File: src/rtl/status_word_pkg.sv
// Shared constants for the status-flags register: the field positions and
// the masks derived from them. Assumes the 32-bit flag layout listed in the brief.
package status_word_pkg;
    localparam int FLAG_W = 32;
    localparam int HALF_W = 16;
    localparam int PRIV_W = 2;

    localparam int B_CARRY = 0;
    localparam int B_ONE   = 1;
    localparam int B_PAR   = 2;
    localparam int B_AUX   = 4;
    localparam int B_ZERO  = 6;
    localparam int B_SIGN  = 7;
    localparam int B_TRAP  = 8;
    localparam int B_IEN   = 9;
    localparam int B_DIR   = 10;
    localparam int B_OVF   = 11;
    localparam int B_IOP0  = 12;
    localparam int B_IOP1  = 13;
    localparam int B_NEST  = 14;
    localparam int B_RES   = 16;
    localparam int B_VIRT  = 17;

    localparam logic [FLAG_W-1:0] ONE = {{(FLAG_W-1){1'b0}}, 1'b1};

    // Bits that hold state.
    localparam logic [FLAG_W-1:0] LIVE_MASK =
        (ONE << B_CARRY) | (ONE << B_PAR)  | (ONE << B_AUX)  | (ONE << B_ZERO) |
        (ONE << B_SIGN)  | (ONE << B_TRAP) | (ONE << B_IEN)  | (ONE << B_DIR)  |
        (ONE << B_OVF)   | (ONE << B_IOP0) | (ONE << B_IOP1) | (ONE << B_NEST) |
        (ONE << B_RES)   | (ONE << B_VIRT);

    // System-control bits that only privilege 0 may restore.
    localparam logic [FLAG_W-1:0] SYS_MASK =
        (ONE << B_IEN) | (ONE << B_IOP0) | (ONE << B_IOP1) |
        (ONE << B_RES) | (ONE << B_VIRT);

    // Reserved bits that are tied to 1.
    localparam logic [FLAG_W-1:0] FIXED_ONES = (ONE << B_ONE);

    // Reset image of the register.
    localparam logic [FLAG_W-1:0] RESET_WORD = FIXED_ONES;
endpackage

File: src/rtl/sw_fixed_bits.sv
// Forces reserved positions of a flag image to their fixed values.
// Assumes LIVE_MASK and FIXED_ONES do not overlap.
module sw_fixed_bits
    import status_word_pkg::*;
#(
    parameter int W = FLAG_W
) (
    input  logic [W-1:0] raw,
    output logic [W-1:0] shaped
);
    // Keep the live bits and insert the tied values everywhere else.
    always_comb begin
        shaped = (raw & LIVE_MASK[W-1:0]) | FIXED_ONES[W-1:0];
    end
endmodule

File: src/rtl/sw_pop_mask.sv
// Builds the per-bit write enable of a restore from its width and the
// current privilege. Assumes privilege 0 is the only unrestricted level.
module sw_pop_mask
    import status_word_pkg::*;
#(
    parameter int W  = FLAG_W,
    parameter int HW = HALF_W,
    parameter int PW = PRIV_W
) (
    input  logic          wide,
    input  logic [PW-1:0] priv,
    output logic [W-1:0]  mask
);
    localparam logic [W-1:0] NARROW_SPAN = {{(W-HW){1'b0}}, {HW{1'b1}}};

    logic [W-1:0] span;
    logic [W-1:0] guard;

    // Select which half or halves the restore covers.
    always_comb begin
        span = wide ? {W{1'b1}} : NARROW_SPAN;
    end

    // Shield the system-control bits below the top privilege.
    always_comb begin
        guard = (priv == '0) ? {W{1'b1}} : ~SYS_MASK[W-1:0];
    end

    // Combine the width span, the privilege guard and the live-bit set.
    always_comb begin
        mask = span & guard & LIVE_MASK[W-1:0];
    end
endmodule

File: src/rtl/sw_store.sv
// Per-bit storage of the flag word. Live positions get a flop with a bit
// write enable. Reserved positions are tied off, so they cannot drift.
module sw_store
    import status_word_pkg::*;
#(
    parameter int W = FLAG_W
) (
    input  logic         clk,
    input  logic         rst_n,
    input  logic [W-1:0] we,
    input  logic [W-1:0] d,
    output logic [W-1:0] q
);
    for (genvar i = 0; i < W; i++) begin : g_bit
        if (LIVE_MASK[i]) begin : g_live
            logic bit_r;
            // Load the new value when enabled, reset to the reset image.
            always_ff @(posedge clk) begin
                if (!rst_n)
                    bit_r <= RESET_WORD[i];
                else if (we[i])
                    bit_r <= d[i];
            end
            assign q[i] = bit_r;
        end else begin : g_tied
            logic unused_in;
            assign unused_in = we[i] ^ d[i];
            assign q[i] = FIXED_ONES[i];
        end
    end
endmodule

File: src/rtl/status_word_reg.sv
// Status-flags register with a save (push-read) port and a privilege-masked
// restore (pop-write) port. A restore overrides an ALU update in the same cycle.
module status_word_reg
    import status_word_pkg::*;
#(
    parameter int W  = FLAG_W,
    parameter int HW = HALF_W,
    parameter int PW = PRIV_W
) (
    input  logic          clk,
    input  logic          rst_n,
    input  logic          rest_en,
    input  logic          rest_wide,
    input  logic [W-1:0]  rest_data,
    input  logic [PW-1:0] cur_priv,
    input  logic          alu_we,
    input  logic [W-1:0]  alu_mask,
    input  logic [W-1:0]  alu_flags,
    input  logic          save_wide,
    output logic [W-1:0]  save_data,
    output logic [W-1:0]  flags_q
);
    localparam logic [W-1:0] LOW_HALF = {{(W-HW){1'b0}}, {HW{1'b1}}};

    logic [W-1:0] rest_mask;
    logic [W-1:0] wr_en;
    logic [W-1:0] wr_data;
    logic [W-1:0] image;

    sw_pop_mask #(.W(W), .HW(HW), .PW(PW)) u_mask (
        .wide (rest_wide),
        .priv (cur_priv),
        .mask (rest_mask)
    );

    // Pick the writer: a restore first, then an ALU update.
    always_comb begin
        if (rest_en) begin
            wr_en   = rest_mask;
            wr_data = rest_data;
        end else if (alu_we) begin
            wr_en   = alu_mask & LIVE_MASK[W-1:0];
            wr_data = alu_flags;
        end else begin
            wr_en   = '0;
            wr_data = alu_flags;
        end
    end

    sw_store #(.W(W)) u_store (
        .clk   (clk),
        .rst_n (rst_n),
        .we    (wr_en),
        .d     (wr_data),
        .q     (flags_q)
    );

    sw_fixed_bits #(.W(W)) u_fix (
        .raw    (flags_q),
        .shaped (image)
    );

    // Trim the save image to the requested width.
    always_comb begin
        save_data = save_wide ? image : (image & LOW_HALF);
    end
endmodule

File: config.mk
export PLATFORM = sky130hd
export DESIGN_NAME = status_word_reg
export DESIGN_NICKNAME = d
export VERILOG_FILES = /design/src/rtl/status_word_pkg.sv /design/src/rtl/sw_fixed_bits.sv /design/src/rtl/sw_pop_mask.sv /design/src/rtl/sw_store.sv /design/src/rtl/status_word_reg.sv
export SDC_FILE = /design/constraint.sdc
export NUM_CORES = 1
export LEC_CHECK = 0
export CORE_AREA = 3 3 64 66
export CTS_BUF_LIST = sky130_fd_sc_hd__clkbuf_2 sky130_fd_sc_hd__clkbuf_4 sky130_fd_sc_hd__clkbuf_8
export CTS_CLUSTER_SIZE = 40
export DETAILED_ROUTE_END_ITERATION = 12
export DIE_AREA = 0 0 67 69
export DONT_BUFFER_PORTS = 1
export GPL_TIMING_DRIVEN = 0
export PLACE_DENSITY = 0.5
export SETUP_SLACK_MARGIN = 0.05
export SLEW_MARGIN = 20
export SYNTH_ARGS = -nofsm -noshare
export SYNTH_HDL_FRONTEND = slang
export SYNTH_SLANG_ARGS = --single-unit
File: constraint.sdc
create_clock -name clk -period 1.4 [get_ports clk]
set_clock_uncertainty 0.2 [all_clocks]
set_input_delay 0.07 -clock clk [delete_from_list [all_inputs] [get_ports clk]]
set_output_delay 0.07 -clock clk [all_outputs]
set_load 0.005 [all_outputs]
Word-level counts from Yosys, hierarchy flattened
Cells that the tools add are included.
W data, S select, Z words.
Word-level totals
  flip-flop bits (word level): 14
  word-level logic and storage cells: 22
Cells by class
  multiplexer cells: 6
  bitwise gates (word level): 1
  reductions and logical operators: 1
Operator list (count)
  $mux W18: 6
  $and A18 B18 Y18: 1
  $logic_not A2 Y1: 1

Depth between registers and ports, before layout
  word-level depth: 4
  depth in mapped cells: 5
  mapped depth without buffers: 3

Hierarchy
A second synthesis with hierarchy kept.
Unflattened totals
  cells, all modules: 237
  area total of the unflattened synthesis: 2104.5 µm²
By module, submodules not included
  status_word_reg: times used 1, cells each 92, area each 840.8 µm², sequential area each 0.0 µm²
  sw_store: times used 1, cells each 77, area each 767.0 µm², sequential area each 280.3 µm²
  sw_pop_mask: times used 1, cells each 34, area each 249.0 µm², sequential area each 0.0 µm²
  sw_fixed_bits: times used 1, cells each 34, area each 247.7 µm², sequential area each 0.0 µm²

Worst setup path after synthesis
Ideal clock, no wire load.
  path type: input-to-reg
  start: in alu_we
  end: reg u_store.g_bit[16].g_live.bit_r
  setup time: 0.072 ns
  arrival time: 0.731 ns
  required time: 1.128 ns
  path slack: 0.397 ns
  stages on the path: 4
  buffers on the path: 1
  cell sequence: buf_2 > nor2b_2 > a22oi_1 > mux2i_1
Between the ends
  word-level cells in the longest chain between the ends: 2
RTL lines
  from (decl): line status_word_reg.sv:16  | input logic alu_we,
  $mux W18: line status_word_reg.sv:41  | end else if (alu_we) begin
  $mux W18: line status_word_reg.sv:38  | if (rest_en) begin
  to (signal assigned): line sw_store.sv:20  | bit_r <= RESET_WORD[i];
  to (signal assigned): line sw_store.sv:22  | bit_r <= d[i];
  to (decl): line sw_store.sv:16  | logic bit_r;
No other way between the ends.
A chain may end at the register's enable or synchronous reset.

Worst setup path in the final report
  start: in cur_priv[1]
  end: reg u_store.g_bit[16].g_live.bit_r
Between the ends
  word-level cells in the longest chain between the ends: 4
RTL lines
  from (decl): line status_word_reg.sv:15  | input logic [PW-1:0] cur_priv,
  $logic_not A2 Y1: line sw_pop_mask.sv:26  | guard = (priv == '0) ? {W{1'b1}} : ~SYS_MASK[W-1:0];
  $mux W18: line sw_pop_mask.sv:26
  $and A18 B18 Y18: line sw_pop_mask.sv:31  | mask = span & guard & LIVE_MASK[W-1:0];
  $mux W18: line status_word_reg.sv:38
No other way between the ends.

==> results.tsv <==
metric	value	unit
WHS Path Cells	1	
post-route antenna net violation count	0	
maximum VDD drop	0.000282	V
Final Cycle Share	92.0	%
slowest stage delay, CP	570	ps
Antenna diodes	0	
Max clock buf depth	2	
delay-heaviest family, CP	buffers and inverters	
number of global-route vias before repair	1098	
Initial Utilization	33.5	%
post-synthesis sequential area ratio	23.0	%
synthesis-to-layout area growth	57.0	%
CP Capture Type	flip-flop	
biggest regs	u_store.g_bit.g_live.bit_r: 14 flops	
GRT Residual Overflow	0	
worst r2r dst	u_store.g_bit[10].g_live.bit_r	
area of the mapped netlist	1220	um2
Post-Syn Area per Cell	8.18	um2
worst hold path type	in2out	
reg2reg setup slack	520	ps
share of cells above drive strength 1	33.2	%
clk sinks	14	
Reg2Reg Depth	2	
clock root buffer	clkbuf_8	
Synth Register Bits	14	
Port Buffers	0	
Setup Buffers After CTS	0	
cells after synthesis	149	
hold-critical path endpoint	save_data[16]	
hold slack	71.3	ps
Final Hold Violating Endpoints	0	
leak pwr	1.02	nW
DP Area	1410	um2
fin. max-slew vios	0	
worst path bufs/invs	1	
# fillers	329	
worst hold start	save_wide	
Top reg by flops	u_store.g_bit.g_live.bit_r	
maxcap violations	0	
H-tree Lvls	1	
initial DRC count	11	
max reg flops	14	
pwr/cell area	618	nW/um2
via/cell ratio	3.90	
synth warn	0	
Clock transition at path regs	50	ps
first drt pass iteration count	4	
status	complete, no violations	
synth unique cells	15	
RSZ-0062 raised after global routing	true	
CP Class	in2reg	
WP data arrival	1210	ps
first-pass GRT wire length	4.79	mm
via count	1091	
DIE AREA	4620	um2
Routed WL per cell	11.6	um
Max Freq	776	MHz
Nets	338	
Tot GR Track Use	13.4	%
critical path required time	1320	ps
Std-Cell Rows	22	
routed wire length	3.26	mm
Design Power	1.18	mW
GPL Wtd Cong	0.605	
Die Width	67	um
CTS buffer count	3	
post-layout minimum cycle time	1290	ps
CTS tree	done	
fin area	1910	um2
Clock Latency Late Sink	240	ps
Setup TNS	0	ps
Die Y-Extent	69	um
largest net degree at the start of global routing	11	
worst path cell trace	dlygate4sd3_1 > nor3b_4 > a22oi_1 > mux2i_1	
I/O Pins	168	
worst-path fanout max	5	
endpoints failing setup	0	
drc violations	0	
Slowest-stage cell, CP	dlygate4sd3_1	
core area	3630	um2
Critical Path Start Type	input pin	
initial antenna violation count	0	
worst r2r src	u_store.g_bit[10].g_live.bit_r	
cells by family (layout without fill, tap and decap cells):
| group | after synthesis | in the layout | synth area share, % |
|---|---|---|---|
| AOI/OAI and AO/OA | 23 | 23 | 9.86 |
| buffers and inverters | 68 | 117 | 41.3 |
| DFF | 14 | 14 | 23.0 |
| muxes | 19 | 19 | 16.1 |
| other | 2 | 36 | 0.616 |
| and+or+nand+nor | 23 | 23 | 9.14 |
routing by layer:
layer / vias to the layer above / routed length, um / global-route usage [%]
met5: - / 0 / 0
met4: 0 / 8 / 4.05
met3: 2 / 483 / 4.07
met2: 82 / 1600 / 25.2
met1: 455 / 1160 / 13.4
li1: 552 / - / -
worst max-delay path by stage:
stage / cells after the start / from / slack (ps) / end
floorplan: 4 / alu_we / 400 / u_store.g_bit[16].g_live.bit_r
finish: 4 / cur_priv[1] / 110 / u_store.g_bit[16].g_live.bit_r
detailed placement: 4 / alu_we / 260 / u_store.g_bit[16].g_live.bit_r
global route: 4 / cur_priv[1] / 40 / u_store.g_bit[17].g_live.bit_r
global placement: 4 / alu_we / 270 / u_store.g_bit[12].g_live.bit_r
CTS: 5 / rst_n / 70 / u_store.g_bit[2].g_live.bit_r
metrics by stage:
stage,setup WS (ps),instances,util (%)
global placement,274,231,38.7
global route,44.1,280,52.7
detailed placement,255,231,38.7
floorplan,397,183,-
finish,112,280,52.7
CTS,70.4,280,52.5
power by group:
group / switching (mW) / total, mW / internal [mW]
Combinational: 0.148 / 0.416 / 0.268
Sequential: 0.0216 / 0.449 / 0.427
Clock: 0.128 / 0.318 / 0.190
placed cells by master, fill, tap and decap left out, drive strengths merged:
cell | synthesis | routed
a22oi | 2 | 2
inv | 1 | 1
nor3b | 1 | 1
mux2i | 14 | 14
conb | 2 | 36
dlygate4sd3 | 0 | 46
dfxtp | 14 | 14
mux2 | 5 | 5
and2 | 2 | 2
o21ai | 9 | 9
clkbuf | 0 | 4
buf | 67 | 66
a21oi | 12 | 12
nor2b | 1 | 1
nand2 | 19 | 19
synth_stat cells:
cell type	n	area share, %
a21oi_1	12	4.9
a22oi_1	2	1.2
and2_1	2	1.0
buf_2	3	1.2
buf_4	63	39
buf_6	1	0.92
conb_1	2	0.62
dfxtp_1	14	23
inv_1	1	0.31
mux2_2	5	4.6
mux2i_1	14	11
nand2_1	19	5.9
nor2b_2	1	0.72
nor3b_4	1	1.5
o21ai_0	9	3.7
final cells by class:
class / count / area, um2 / area share, %
Inverter: 1 / 3.75 / 0.196
Multi-Input combinational cell: 101 / 563 / 29.4
Timing Repair Buffer: 46 / 460 / 24.1
Buffer: 67 / 504 / 26.4
Sequential cell: 14 / 280 / 14.7
Tap cell: 48 / 60.1 / 3.14
Clock buffer: 3 / 41.3 / 2.16
repair_timing:
action / CTS / global route
setup endpoints to repair: 0 / 10
hold endpoints to repair: 14 / 0
hold buffers: 46 / 0
resized for setup: 0 / 3
(Power assumes the default switching activity.)
